## config.mk

```make
export PLATFORM = sky130hd
export DESIGN_NAME = stamp_hex_uart
export DESIGN_NICKNAME = d
export VERILOG_FILES = /design/src/rtl/shx_pkg.sv /design/src/rtl/shx_stamp_clock.sv /design/src/rtl/shx_fifo.sv /design/src/rtl/shx_uart_tx.sv /design/src/rtl/shx_record_seq.sv /design/src/rtl/stamp_hex_uart.sv
export SDC_FILE = /design/constraint.sdc
export NUM_CORES = 1
export LEC_CHECK = 0
export BUFFER_PORTS_ARGS = -buffer_cell sky130_fd_sc_hd__buf_4
export CORE_MARGIN = 2
export CORE_UTILIZATION = 62
export CTS_CLUSTER_SIZE = 30
export DETAILED_ROUTE_END_ITERATION = 10
export MAX_ROUTING_LAYER = met4
export PLACE_DENSITY = 0.79
export SLEW_MARGIN = 0
export SYNTH_ARGS = -nofsm -noshare
export SYNTH_HDL_FRONTEND = slang
export SYNTH_HIERARCHICAL = 1
export SYNTH_SLANG_ARGS = --single-unit
export TNS_END_PERCENT = 50
```

## constraint.sdc

```tcl
create_clock -name clk -period 3 [get_ports clk]
set_input_delay 0.3 -clock clk [delete_from_list [all_inputs] [get_ports clk]]
set_output_delay 0.3 -clock clk [all_outputs]
set_load 0.02 [all_outputs]
```

## src/rtl/shx_pkg.sv

```systemverilog
package shx_pkg;

    typedef enum logic [1:0] {
        SQ_IDLE,
        SQ_ISSUE,
        SQ_HOLD
    } seq_state_t;

    typedef enum logic [1:0] {
        TX_IDLE,
        TX_START,
        TX_DATA,
        TX_STOP
    } line_state_t;

    localparam logic [7:0] ASCII_CR = 8'h0D;
    localparam logic [7:0] ASCII_LF = 8'h0A;

    // nibble to uppercase hexadecimal character
    function automatic logic [7:0] hex_ascii(input logic [3:0] v);
        if (v < 4'd10) return 8'h30 + {4'h0, v};
        else           return 8'h37 + {4'h0, v};
    endfunction

endpackage

```

## src/rtl/shx_stamp_clock.sv

```systemverilog
module shx_stamp_clock #(
    parameter int              TICK_DIV = 2500,
    parameter int              TS_W     = 32,
    parameter logic [TS_W-1:0] TS_INIT  = '0
) (
    input  logic            clk,
    input  logic            rst,
    output logic            tick,
    output logic [TS_W-1:0] ts
);
    localparam int            PW       = (TICK_DIV > 1) ? $clog2(TICK_DIV) : 1;
    localparam logic [PW-1:0] PRE_LAST = PW'(TICK_DIV - 1);

    logic [PW-1:0] pre;

    assign tick = (pre == PRE_LAST);

    always_ff @(posedge clk) begin
        if (rst) begin
            pre <= '0;
            ts  <= TS_INIT;
        end else if (tick) begin
            pre <= '0;
            ts  <= ts + 1'b1;
        end else begin
            pre <= pre + 1'b1;
        end
    end
endmodule

```

## src/rtl/shx_fifo.sv

```systemverilog
module shx_fifo #(
    parameter int   W     = 56,
    parameter int   DEPTH = 4,
    localparam int  CW    = $clog2(DEPTH + 1)
) (
    input  logic          clk,
    input  logic          rst,
    input  logic          push,
    input  logic          pop,
    input  logic [W-1:0]  din,
    output logic [W-1:0]  dout,
    output logic          empty,
    output logic          full,
    output logic [CW-1:0] count
);
    localparam int            AW       = (DEPTH > 1) ? $clog2(DEPTH) : 1;
    localparam logic [AW-1:0] PTR_LAST = AW'(DEPTH - 1);
    localparam logic [CW-1:0] CNT_FULL = CW'(DEPTH);

    logic [W-1:0]  mem [DEPTH];
    logic [AW-1:0] wr_ptr, rd_ptr;
    logic          do_push, do_pop;

    assign empty   = (count == '0);
    assign full    = (count == CNT_FULL);
    assign do_push = push && !full;
    assign do_pop  = pop && !empty;
    assign dout    = mem[rd_ptr];

    always_ff @(posedge clk) begin
        if (do_push) mem[wr_ptr] <= din;
    end

    always_ff @(posedge clk) begin
        if (rst) begin
            wr_ptr <= '0;
            rd_ptr <= '0;
            count  <= '0;
        end else begin
            if (do_push) wr_ptr <= (wr_ptr == PTR_LAST) ? '0 : wr_ptr + 1'b1;
            if (do_pop)  rd_ptr <= (rd_ptr == PTR_LAST) ? '0 : rd_ptr + 1'b1;
            case ({do_push, do_pop})
                2'b10:   count <= count + 1'b1;
                2'b01:   count <= count - 1'b1;
                default: count <= count;
            endcase
        end
    end
endmodule

```

## src/rtl/shx_uart_tx.sv

```systemverilog
module shx_uart_tx
    import shx_pkg::*;
#(
    parameter int BAUD_DIV = 87
) (
    input  logic       clk,
    input  logic       rst,
    input  logic       start,
    input  logic [7:0] data,
    output logic       tx,
    output logic       ready
);
    localparam int            BW        = (BAUD_DIV > 1) ? $clog2(BAUD_DIV) : 1;
    localparam logic [BW-1:0] BAUD_LAST = BW'(BAUD_DIV - 1);

    line_state_t   st, st_nx;
    logic [BW-1:0] baud;
    logic [2:0]    bitn;
    logic [7:0]    shreg;
    logic          bit_end;

    assign bit_end = (baud == BAUD_LAST);

    always_ff @(posedge clk) begin
        if (rst) st <= TX_IDLE;
        else     st <= st_nx;
    end

    always_comb begin
        st_nx = st;
        unique case (st)
            TX_IDLE:  if (start) st_nx = TX_START;
            TX_START: if (bit_end) st_nx = TX_DATA;
            TX_DATA:  if (bit_end && bitn == 3'd7) st_nx = TX_STOP;
            TX_STOP:  if (bit_end) st_nx = TX_IDLE;
            default:  st_nx = TX_IDLE;
        endcase
    end

    always_comb begin
        tx    = 1'b1;
        ready = 1'b0;
        unique case (st)
            TX_IDLE:  ready = 1'b1;
            TX_START: tx    = 1'b0;
            TX_DATA:  tx    = shreg[0];
            TX_STOP:  tx    = 1'b1;
            default:  tx    = 1'b1;
        endcase
    end

    always_ff @(posedge clk) begin
        if (rst) begin
            baud  <= '0;
            bitn  <= '0;
            shreg <= '0;
        end else if (st == TX_IDLE) begin
            baud <= '0;
            bitn <= '0;
            if (start) shreg <= data;
        end else begin
            baud <= bit_end ? '0 : baud + 1'b1;
            if (st == TX_DATA && bit_end) begin
                shreg <= {1'b0, shreg[7:1]};
                bitn  <= bitn + 1'b1;
            end
        end
    end
endmodule

```

## src/rtl/shx_record_seq.sv

```systemverilog
module shx_record_seq
    import shx_pkg::*;
#(
    parameter int  DATA_BYTES = 3,
    parameter int  TS_W       = 32,
    localparam int REC_W      = DATA_BYTES * 8 + TS_W
) (
    input  logic             clk,
    input  logic             rst,
    input  logic             rec_avail,
    input  logic [REC_W-1:0] rec_data,
    input  logic             uart_ready,
    output logic             rec_pop,
    output logic             char_start,
    output logic [7:0]       char_byte
);
    localparam int            DW     = DATA_BYTES * 8;
    localparam int            DN     = 2 * DATA_BYTES;
    localparam int            TN     = TS_W / 4;
    localparam int            NHEX   = DN + TN;
    localparam int            NCHARS = NHEX + 2;
    localparam int            IW     = $clog2(NCHARS);
    localparam logic [IW-1:0] LAST   = IW'(NCHARS - 1);
    localparam logic [IW-1:0] CR_POS = IW'(NCHARS - 2);
    localparam logic [IW-1:0] HEX_N  = IW'(NHEX);

    seq_state_t      st, st_nx;
    logic [DW-1:0]   held_data;
    logic [TS_W-1:0] held_ts;
    logic [IW-1:0]   idx;
    logic [3:0]      nib_tab [NHEX];

    // nibble order of one line: data high-first, then timestamp low-first
    for (genvar g = 0; g < DN; g++) begin : g_data_nib
        assign nib_tab[g] = held_data[4*(DN-1-g) +: 4];
    end
    for (genvar g = 0; g < TN; g++) begin : g_ts_nib
        assign nib_tab[DN+g] = held_ts[4*g +: 4];
    end

    always_ff @(posedge clk) begin
        if (rst) st <= SQ_IDLE;
        else     st <= st_nx;
    end

    always_comb begin
        st_nx = st;
        unique case (st)
            SQ_IDLE:  if (rec_avail) st_nx = SQ_ISSUE;
            SQ_ISSUE: if (uart_ready) st_nx = SQ_HOLD;
            SQ_HOLD:  if (uart_ready) st_nx = (idx == LAST) ? SQ_IDLE : SQ_ISSUE;
            default:  st_nx = SQ_IDLE;
        endcase
    end

    always_comb begin
        rec_pop    = 1'b0;
        char_start = 1'b0;
        unique case (st)
            SQ_IDLE:  rec_pop    = rec_avail;
            SQ_ISSUE: char_start = uart_ready;
            SQ_HOLD:  ;
            default:  ;
        endcase
    end

    always_ff @(posedge clk) begin
        if (rst) begin
            held_data <= '0;
            held_ts   <= '0;
            idx       <= '0;
        end else if (st == SQ_IDLE && rec_avail) begin
            held_data <= rec_data[REC_W-1 -: DW];
            held_ts   <= rec_data[TS_W-1:0];
            idx       <= '0;
        end else if (st == SQ_HOLD && uart_ready && idx != LAST) begin
            idx <= idx + 1'b1;
        end
    end

    always_comb begin
        if (idx < HEX_N)        char_byte = hex_ascii(nib_tab[idx]);
        else if (idx == CR_POS) char_byte = ASCII_CR;
        else                    char_byte = ASCII_LF;
    end
endmodule

```

## src/rtl/stamp_hex_uart.sv

```systemverilog
module stamp_hex_uart #(
    parameter int              DATA_BYTES = 3,
    parameter int              TS_W       = 32,
    parameter int              TICK_DIV   = 2500,
    parameter int              BAUD_DIV   = 87,
    parameter int              DEPTH      = 4,
    parameter logic [TS_W-1:0] TS_INIT    = '0
) (
    input  logic                    clk,
    input  logic                    rst,
    input  logic                    frame_valid,
    input  logic [DATA_BYTES*8-1:0] frame_bytes,
    output logic                    tx,
    output logic                    overflow
);
    localparam int DW    = DATA_BYTES * 8;
    localparam int REC_W = DW + TS_W;
    localparam int CW    = $clog2(DEPTH + 1);

    logic             tick;
    logic [TS_W-1:0]  ts_now;
    logic             fifo_push, fifo_pop, fifo_empty, fifo_full;
    logic [REC_W-1:0] fifo_dout;
    logic [CW-1:0]    fifo_count;
    logic             uart_start, uart_ready;
    logic [7:0]       uart_byte;

    assign fifo_push = frame_valid && !fifo_full;

    always_ff @(posedge clk) begin
        if (rst)                           overflow <= 1'b0;
        else if (frame_valid && fifo_full) overflow <= 1'b1;
    end

    shx_stamp_clock #(
        .TICK_DIV (TICK_DIV),
        .TS_W     (TS_W),
        .TS_INIT  (TS_INIT)
    ) u_clock (
        .clk  (clk),
        .rst  (rst),
        .tick (tick),
        .ts   (ts_now)
    );

    shx_fifo #(
        .W     (REC_W),
        .DEPTH (DEPTH)
    ) u_fifo (
        .clk   (clk),
        .rst   (rst),
        .push  (fifo_push),
        .pop   (fifo_pop),
        .din   ({frame_bytes, ts_now}),
        .dout  (fifo_dout),
        .empty (fifo_empty),
        .full  (fifo_full),
        .count (fifo_count)
    );

    shx_record_seq #(
        .DATA_BYTES (DATA_BYTES),
        .TS_W       (TS_W)
    ) u_seq (
        .clk        (clk),
        .rst        (rst),
        .rec_avail  (!fifo_empty),
        .rec_data   (fifo_dout),
        .uart_ready (uart_ready),
        .rec_pop    (fifo_pop),
        .char_start (uart_start),
        .char_byte  (uart_byte)
    );

    shx_uart_tx #(
        .BAUD_DIV (BAUD_DIV)
    ) u_uart (
        .clk   (clk),
        .rst   (rst),
        .start (uart_start),
        .data  (uart_byte),
        .tx    (tx),
        .ready (uart_ready)
    );
endmodule

```

* Word-level counts from Yosys, hierarchy flattened *
Memories as Yosys holds them, arrays and structs flattened. A register that Yosys moved wholly into a read port is not among the register bits.
Cells that the tools add are included.

storage, ports and cells
  memories kept = 1
  output and inout bits = 2
  input port bits = 27
  flip-flop bits (word level) = 78
  memory bits (writable) = 224
  word-level logic and storage cells = 102

memory list
  memory      depth  bits a word  rd ports  clocked after Yosys merged registers in  write ports  RTL line        text
  u_fifo.mem  4      56           1         1                                        1            shx_fifo.sv:20  logic [W-1:0] mem [DEPTH];

cells by class
  reductions and logical operators = 23
  multiplexer cells = 28
  bitwise logic cells = 1
  add/sub/neg operators = 11
  eq/ne operators = 23
  magnitude comparators = 3

operators with widths
  operator                                                                 number
  8-bit 2-to-1 mux                                                         5
  32-bit by 1-bit adder with 32-bit output, second input constant          1
  2-bit 2-to-1 mux                                                         9
  4-bit binary-select mux with 4-bit select                                1
  6-bit by 4-bit adder with 7-bit output, first input constant             2
  12-bit by 1-bit adder with 12-bit output, second input constant          1
  12-bit == test, second input constant                                    1
  2-bit == test, second input constant                                     6
  2-bit by 1-bit inequality test with 1-bit output, second input constant  5
  1-bit logical AND                                                        9
  4-bit == test, second input constant                                     2
  4-bit < comparator, second input constant                                2
  4-bit 2-to-1 mux                                                         2
  2-bit case mux with 4 select lines                                       1
  7-bit by 1-bit adder with 7-bit output, second input constant            1
  7-bit == test, second input constant                                     1
  3-bit by 1-bit adder with 3-bit output, second input constant            2
  2-bit by 1-bit == test with 1-bit output, second input constant          3
  3-bit == test, second input constant                                     2
  1-bit 2-to-1 mux                                                         6
  2-bit case mux with 3 select lines                                       1
  3-bit case mux with 2 select lines                                       1
  2-bit OR reduction                                                       3
  5-bit greater-or-equal comparator, second input constant                 1
  other kinds (16)                                                         21

* Longest topological paths before layout *
Gate-level depths: netlist (run 1).

  depth after elaboration = 9
  depth in mapped cells = 14
  depth with buffers taken out = 13

* By module *
Netlist (run 1), hierarchy kept.

modules (own cells, without submodules)
  module           cells each  area each (um2)  instances  sequential area each (um2)
  shx_fifo         346         8,574.5          1          6,906.6
  shx_record_seq   343         2,839.0          1          1,241.2
  shx_stamp_clock  218         1,958.1          1          880.8
  shx_uart_tx      106         1,057.3          1          400.4
  stamp_hex_uart   5           41.3             1          20.0

* Worst setup path after synthesis (run 1) *
No wires, ideal clock.

  path type = flip-flop to flip-flop
  from = register u_fifo.count[0]
  to = register u_fifo.count[2]
  buffers on the path = 1
  cell stages (with the launch flop) = 15
  arrival = 2.688 ns
  setup time = 0.070 ns
  path slack = 0.242 ns
  clock period less this slack = 2.758 ns
  required time = 2.930 ns
  path through = dfxtp_1 > nor3_1 > inv_1 > nand2b_1 > or2_2 > clkinv_1 > clkbuf_1 > o31ai_1 > inv_1 > ha_1 > inv_1 > fa_1 > xor2_1 > or3_2 > a21oi_1

on the way
  cells in the longest elaborated chain, start to end = 6
  elaborated cells between the ends (all ways) = 14
  those cells by class = add/sub: 2; eq/ne: 3; mux: 2; reduce/logical: 7

RTL lines
  element                                                                           RTL line              text
  start, declared                                                                   shx_fifo.sv:14        output logic [CW-1:0] count
  start signal, assigned                                                            shx_fifo.sv:43        2'b10: count <= count + 1'b1;
  start signal, assigned                                                            shx_fifo.sv:44        2'b01: count <= count - 1'b1;
  start signal, assigned                                                            shx_fifo.sv:45        default: count <= count;
  3-bit logical NOT (*)                                                             shx_fifo.sv:24        assign empty = (count == '0);
  via fifo_empty                                                                    stamp_hex_uart.sv:22  logic fifo_push, fifo_pop, fifo_empty, fifo_full;
  1-bit logical NOT (*)                                                             stamp_hex_uart.sv:67  .rec_avail (!fifo_empty),
  1-bit 2-to-1 mux (*)                                                              shx_record_seq.sv:59  unique case (st)
  via fifo_pop                                                                      stamp_hex_uart.sv:22
  1-bit logical AND (*)                                                             shx_fifo.sv:27        assign do_pop = pop && !empty;
  via u_fifo.do_pop                                                                 shx_fifo.sv:22        logic do_push, do_pop;
  2-bit by 1-bit == test with 1-bit output / 2-bit == test (equally long branches)  shx_fifo.sv:42        case ({do_push, do_pop})
  3-bit case mux with 2 select lines / 2-bit nonzero test (equally long branches)   -

Mark *: on every way through the listed nets, which the timed path passes. The rest lies on a longest branch.
A chain may end at the register's enable or synchronous reset.

* Worst setup path in the final report (run 1) *
  from = register u_fifo.count[2]
  to = register u_fifo.count[2]

on the way
  cells in the longest elaborated chain, start to end = 6
  elaborated cells between the ends (all ways) = 14
  those cells by class = add/sub: 2; eq/ne: 3; mux: 2; reduce/logical: 7

RTL lines
  element                                                                           RTL line              text
  3-bit == test (*)                                                                 shx_fifo.sv:25        assign full = (count == CNT_FULL);
  via fifo_full                                                                     stamp_hex_uart.sv:22
  1-bit logical NOT (*)                                                             stamp_hex_uart.sv:28  assign fifo_push = frame_valid && !fifo_full;
  1-bit logical AND (*)                                                             stamp_hex_uart.sv:28
  via fifo_push                                                                     stamp_hex_uart.sv:22
  1-bit logical AND (*)                                                             shx_fifo.sv:26        assign do_push = push && !full;
  2-bit by 1-bit == test with 1-bit output / 2-bit == test (equally long branches)  shx_fifo.sv:42
  3-bit case mux with 2 select lines / 2-bit nonzero test (equally long branches)   -

Marks and branches as above.

==> metrics, run 1 <==
Adder-Cell Fraction of Synth Area=1.78%; Seq cells post-synth=360; DRT Pass-1 Iters=5; count of input and output buffers=28; final total power=about 14 mW; final worst path period share=between 90% and 100%; TritonCTS clock tree=built; Critical Path Sink Type=flop; GP Congestion=0.854; final-report hold violation count=0; time the final worst path needs with I/O delays and setup=~2.8 ns; sink count of the clock tree=360; slew at the pin with the worst max-slew slack=0.935 ns; die height=roughly 160 µm; initial core utilization=63.5%; multiplexer share of the synthesized area=approximately an eighth; start of the worst register-to-register path=u_fifo/count[2]$_SDFFE_PP0P_; number of nets in the layout=around 1100; area of the core region=around 23000 µm²; number of buffers added by the clock tree synthesis step=37; total die area=approximately 25000 µm²; post-synth cell types=76; clock root buffer=clkbuf_16; number of maximum-capacitance violations=0; headroom to the max-slew limit=around 38%; DP Area=about 15000 µm²; count of inserted antenna diode cells=0; relative contribution of combinational cells to total power=between 20 and 25%; R2R cell count=11; number of buffers on the longest clock path=3; worst IR drop on VDD=~0.60 mV; switching pwr=4.00 mW; reg2reg end=u_fifo/count[2]$_SDFFE_PP0P_; Die Wd=approximately 160 µm; Internal=approximately 10 mW; post-synthesis instance area=14500 µm²; proportion of layout cells with a drive suffix above 1=between 15 and 20%; clock-pin slew of the registers on the worst-case setup and hold paths=~0.060 ns; leakage power summed over all cells=between 5 and 6 nW; setup slack after layout=roughly 0.15 ns; GR Util All Layers=approximately a quarter; overflow left after global routing=0; sort of element at the start of the critical path=flop; proportion of synthesized flip-flops having asynchronous set or reset=0%; number of antenna violations at the first check in global routing=0; number of primary I/O pins=29; count of final max-slew check failures=0; number of enable flip-flop cells after synthesis=between 200 and 250; area grow syn2layout=13.6%; required time of the critical path=3.45 ns; number of core rows=55; share of total power in sequential cells=46.4%; dominant combinational cell family by area after synthesis=multiplexers; via density per instance=between 5 and 6; Post-Place Setup Slack=0.218 ns; WS Path Type=reg -> reg; switch share=about 29%; CTS H-tree lvls=2; Mapped Nets=1065; post-synthesis xor/xnor area fraction=about 2.7%; DRC violations left=0; unrepaired setup endpoints after global routing=no; share of total power in the clock network=~31%; instance count along the most critical hold path=3; Clk Latency, worst-skew pair=around 0.51 ns; mean instance size in the synthesized netlist=between 10 and 15 µm²; Reg2Reg Setup Slack=0.15 ns; largest net degree at the start of global routing=a little over 60; critical path data arrival time=3.29 ns; Synth Area in Compound Gates=under 10%; routed vias=8460; Cells after Synth=1018; per-cell routed wire length=between 15 and 20 µm; Detail Placement HPWL=between 15 and 20 mm; dominant synthesized flop cell=edfxtp_1; sequential share of the synthesized area=~65%; DRT antenna net count=0; # setup viols final=0; Total Negative Setup Slacks=0 ns; postcts setup bufs=0; vias in the first global route=between 8000 and 9000; status=finished clean; Worst Hold Launch=frame_valid; Post-Route WL=about 28 mm; Finished Cell Area=16400 µm²; final setup skew=0.0211 ns; number of synthesis warnings=6; power density normalized to cell area=between 800 and 900 nW/µm²; global-route wire length before repair=roughly 46 mm; largest fanout on the critical path=9; worst hold-check path type=in -> reg; worst setup path startpoint=u_fifo/count[2]$_SDFFE_PP0P_; endpoint of the worst hold path=overflow$_SDFFE_PP0P_; fmax=about 350 MHz; area share of and/or/nand/nor cells after synthesis=a little over a tenth; Iter 0 DRT Violations=about 770
per-layer routing:
layer / global-route usage (%) / vias to the layer above / part of all wire, %
met5: - / - / 0
met4: 6.42 / 0 / 1.8
met3: 3.35 / 42 / 5.5
met2: 39.9 / 247 / 49
met1: 33.9 / 4253 / 43
li1: - / 3918 / -
through the flow:
stage,hold slack (ns),cells,utilization (%)
6_report,0.0312,1423,72.1
5_1_grt,0.0485,1423,72.1
4_1_cts,0.0249,1423,72.1
3_5_place_dp,0.444,1332,66.0
3_3_place_gp,0.437,1332,66.0
2_1_floorplan,0.372,1018,-
repair_timing:
| action | CTS | global route |
|---|---|---|
| setup endpoints to repair | 0 | 0 |
| hold buffers | 24 | 0 |
| gates resized for setup | 0 | 0 |
| hold endpoints to repair | 96 | 0 |
logic make-up (layout without fill, tap and decap cells):
logic type | count (synthesis) | count (layout)
flops | 360 | 360
simple gates | 318 | 318
compound gates | 115 | 115
fa+ha+maj | 20 | 20
other cells | 1 | 1
buf+inv | 71 | 163
xor+xnor | 44 | 44
mux | 89 | 89
flip-flops by register name (all words and copies together) (netlist names), named ones only:
signal	count
u_fifo/mem	224
u_clock/ts	32
u_seq/held_ts	32
u_seq/held_data	24
u_clock/pre	12
u_uart/shreg	8
u_uart/baud	7
u_seq/idx	4
u_fifo/count	3
u_uart/bitn	3
u_fifo/rd_ptr	2
u_fifo/wr_ptr	2
u_seq/st	2
u_uart/st	2
overflow	1
critical path, cell delays in order (launching register included):
cell,delay (ns)
dfxtp_1,0.38
or3b_1,0.49
inv_1,0.10
and2b_2,0.26
and2_4,0.15
inv_1,0.05
ha_1,0.19
inv_1,0.07
fa_1,0.38
xor2_1,0.16
or3_2,0.40
a21oi_1,0.14
final cells by class:
cell class | instances | area (µm²)
Multi-Input combinational cell | 587 | 4670
Tap cell | 313 | 392
Fill cell | 1432 | 6340
Clock inverter | 14 | 105
Timing Repair Buffer | 72 | 663
Sequential cell | 360 | 9450
Clock buffer | 53 | 1060
Inverter | 24 | 90.1
cells in the final DEF, fill, tap and decap left out, types with 3 or more instances in the layout:
cell             n
nand2b_1         3
and4_1           5
nor3_1          12
nand2_1        142
nor2b_1          4
nand3_1         25
mux2i_1         21
nand4_1         11
buf_4           43
mux4_1           8
and2_1           3
dlygate4sd3_1   24
dfxtp_1        134
xor2_1          29
o22ai_1          3
a21oi_1         73
o21ai_0          7
buf_12           5
and3_2           4
or4_1            5
a211oi_1         4
or3_1            4
ha_1            19
clkinv_1         6
o31ai_1          5
nor2_1          67
clkinv_2         5
clkbuf_16       39
edfxtp_1       224
a211oi_2         3
clkbuf_1         9
and3_1          10
clkbuf_8         3
inv_1           22
xnor2_1         15
mux4_2          58
power groups by stage:
stage | Sequential (mW) | Clock (mW) | Combinational, mW
floorplan | 6.38 | 0 | 2.50
global placement | 6.56 | 0 | 3.07
detailed placement | 6.61 | 0 | 3.13
CTS | 6.52 | 4.42 | 3.19
global route | 6.61 | 4.62 | 3.48
finish | 6.51 | 4.35 | 3.18
Yosys cell counts, types with 19 or more instances:
library cell | count | share of area, %
a21oi_1 | 73 | 2.5
clkbuf_1 | 24 | 0.62
dfxtp_1 | 136 | 19
edfxtp_1 | 224 | 46
ha_1 | 19 | 1.6
inv_1 | 22 | 0.57
mux2i_1 | 21 | 1.5
mux4_2 | 58 | 9.0
nand2_1 | 142 | 3.7
nand3_1 | 25 | 0.86
nor2_1 | 67 | 1.7
xor2_1 | 29 | 1.8
worst max path at each step:
stage	endpoint	slack [ns]	cells past startpoint
after CTS	u_fifo/count[2]$_SDFFE_PP0P_	0.16	11
after detailed placement	u_fifo/count[2]$_SDFFE_PP0P_	0.22	11
after global routing	u_fifo/count[2]$_SDFFE_PP0P_	0.004	11
after global placement	u_fifo/count[2]$_SDFFE_PP0P_	0.26	11
after floorplan	u_fifo/count[2]$_SDFFE_PP0P_	0.24	14
final	u_fifo/count[2]$_SDFFE_PP0P_	0.15	11
No activity file was read; power rests on OpenSTA's default activity.
==> inputs of run 2 (changes only) <==
CORE_UTILIZATION = 30   (was 62)
PLACE_DENSITY = default   (was 0.79)
==> run 2 against run 1 <==
Against the previous run: flip-flop and latch count unchanged; fmax grew 4.6%; critical endpoint unchanged; critical path depth unchanged; non-clock buffer count up 4; die area is 100% higher; sequential power hardly changed; via count shrank 2.3%; clock-buffer cell count fell by 4; clock power is 6.2% higher.
==> metrics, run 2 (same netlist as run 1, synthesis figures left out) <==
status=finished clean; headroom to the max-slew limit=approximately 38%; largest registers in the final layout=u_fifo/mem (224), u_clock/ts (32), u_seq/held_ts (32); Post-Place Setup Slack=between 0.2 and 0.3 ns; CTS H-tree lvls=2; total die area=roughly 50000 µm²; Clk Latency, worst-skew pair=about 0.54 ns; GP Congestion=approximately 0.75; count of final max-slew check failures=0; number of buffers on the longest clock path=3; WS Path Type=reg -> reg; die height=between 200 and 250 µm; number of antenna violations at the first check in global routing=0; share of total power in sequential cells=between 40% and 50%; Critical Path Sink Type=flop; vias in the first global route=around 8000; CP cell instances=or3b_1 -> inv_1 -> and2b_2 -> and2_4 -> inv_1 -> ha_1 -> inv_1 -> fa_1 -> xor2_1 -> or3_2 -> a21oi_1; unrepaired setup endpoints after global routing=no; DRT Pass-1 Iters=5; critical path data arrival time=~3.2 ns; overflow left after global routing=0; count of inserted antenna diode cells=0; start of the worst register-to-register path=u_fifo/count[2]$_SDFFE_PP0P_; per-cell routed wire length=between 15 and 20 µm; clock-pin slew of the registers on the worst-case setup and hold paths=about 0.060 ns; global-route wire length before repair=around 45 mm; final setup skew=~0.027 ns; Internal=roughly 10 mW; instance count along the most critical hold path=3; Post-Route WL=27.7 mm; sink count of the clock tree=360; most common cell after layout, fill and taps aside=edfxtp_1; Total Negative Setup Slacks=0 ns; via density per instance=between 4 and 5; Largest register FFs=~220; cell type with the highest occurrence count on the critical path=inv_1; sort of element at the start of the critical path=flop; critical path's largest stage delay=around 0.4 ns; DRT antenna net count=0; number of core rows=80; Fin Hold WS=roughly 0.021 ns; reg2reg end=u_fifo/count[2]$_SDFFE_PP0P_; area of the core region=roughly 48000 µm²; number of primary I/O pins=29; number of maximum-capacitance violations=0; area grow syn2layout=16.9%; final worst path period share=between 90% and 100%; setup slack after layout=approximately 0.28 ns; power density normalized to cell area=~840 nW/µm²; DRC violations left=0; Reg2Reg Setup Slack=~0.28 ns; Finished Cell Area=between 15000 and 20000 µm²; routed vias=a little over 8000; endpoint of the worst hold path=overflow$_SDFFE_PP0P_; final-report hold violation count=0; Detail Placement HPWL=around 17 mm; slew at the pin with the worst max-slew slack=0.932 ns; leakage power summed over all cells=approximately 5.6 nW; share of total power in the clock network=roughly a third; GR Util All Layers=11.6%; proportion of layout cells with a drive suffix above 1=17.8%; Die Wd=~220 µm; most frequent cells in the layout=edfxtp_1, nand2_1, dfxtp_1; fillcell total=~4600; DP Area=~15000 µm²; worst IR drop on VDD=between 0.5 and 0.6 mV; largest fanout on the critical path=8; time the final worst path needs with I/O delays and setup=~2.7 ns; number of buffers added by the clock tree synthesis step=38; largest register by flop count=u_fifo/mem; required time of the critical path=approximately 3.5 ns; Worst Hold Launch=frame_valid; worst hold-check path type=in -> reg; switching pwr=4.10 mW; largest net degree at the start of global routing=61; final core utilization=between 30% and 40%; count of input and output buffers=28; number of nets in the layout=1134; # setup viols final=0; switch share=28.7%; initial core utilization=30.4%; fmax=368 MHz; R2R cell count=11; Iter 0 DRT Violations=between 400 and 500; slowest stage cell on the critical path=or3_2; clock root buffer=clkbuf_16; relative contribution of combinational cells to total power=21.9%; TritonCTS clock tree=built
## run 2: cell types whose count changed in the layout (fill, tap and decap cells not counted), moves of 2 or more
cell,delta
clkinvlp_2,+2
bufinv_16,+2
inv_6,+2
buf_4,+4
## run 2: final cells by class
| class | instances | area [µm²] | share of cell area (%) |
|---|---|---|---|
| well taps | 615 | 769 | 4.55 |
| clock buffers | 49 | 1020 | 6.04 |
| inverters | 24 | 90.1 | 0.533 |
| multi-input cells | 587 | 4670 | 27.6 |
| flip-flops and latches | 360 | 9450 | 55.9 |
| repair buffers | 76 | 693 | 4.10 |
| clock inverters | 20 | 221 | 1.31 |
## run 2: stage by stage
step / cells / total power [mW]
after detailed placement: 1638 / 9.79
final: 1731 / 14.3
after CTS: 1731 / 14.5
after global routing: 1731 / 15.0
after floorplan: 1018 / 8.88
after global placement: 1638 / 9.74
## run 2: worst max-delay path: cells and delay by family (launching register included)
kind | cells | cell delay (ns)
DFF | 1 | 0.38
adders and majority gates | 2 | 0.54
AOI/OAI and AO/OA | 1 | 0.16
xor gates and xnor gates | 1 | 0.16
and+or+nand+nor | 4 | 1.20
buffers and inverters | 3 | 0.19
## run 2: metal layers
metal | GRT usage [%] | routed length, µm | up-vias
met1 | 16.0 | 13500 | 4165
li1 | - | - | 3932
met4 | 2.58 | 399 | 0
met3 | 2.09 | 1090 | 34
met5 | - | 0 | -
met2 | 17.8 | 12700 | 135
## run 2: power by group through the flow
| stage | clock [mW] | sequential (mW) | combinational, mW |
|---|---|---|---|
| final | 4.62 | 6.53 | 3.13 |
| after CTS | 4.74 | 6.54 | 3.19 |
| after floorplan | 0 | 6.38 | 2.50 |
| after global placement | 0 | 6.62 | 3.12 |
| after detailed placement | 0 | 6.64 | 3.15 |
| after global routing | 4.93 | 6.62 | 3.49 |
## run 2: worst max path at each step
stage / slack (ns) / start / to / depth (start not counted)
3_3_place_gp: 0.37 / u_fifo/count[2]$_SDFFE_PP0P_ / u_fifo/count[2]$_SDFFE_PP0P_ / 11
3_5_place_dp: 0.28 / u_fifo/count[2]$_SDFFE_PP0P_ / u_fifo/count[2]$_SDFFE_PP0P_ / 11
5_1_grt: 0.12 / u_fifo/count[2]$_SDFFE_PP0P_ / u_fifo/count[2]$_SDFFE_PP0P_ / 11
6_report: 0.28 / u_fifo/count[2]$_SDFFE_PP0P_ / u_fifo/count[2]$_SDFFE_PP0P_ / 11
2_1_floorplan: 0.24 / u_fifo/count[0]$_SDFFE_PP0P_ / u_fifo/count[2]$_SDFFE_PP0P_ / 14
4_1_cts: 0.27 / u_fifo/count[2]$_SDFFE_PP0P_ / u_fifo/count[2]$_SDFFE_PP0P_ / 11
## run 2: repair_timing
action,4_1_cts,5_1_grt
resized for setup,0,0
hold buffers,24,0
buffers inserted,0,0
hold endpoints to repair,96,0
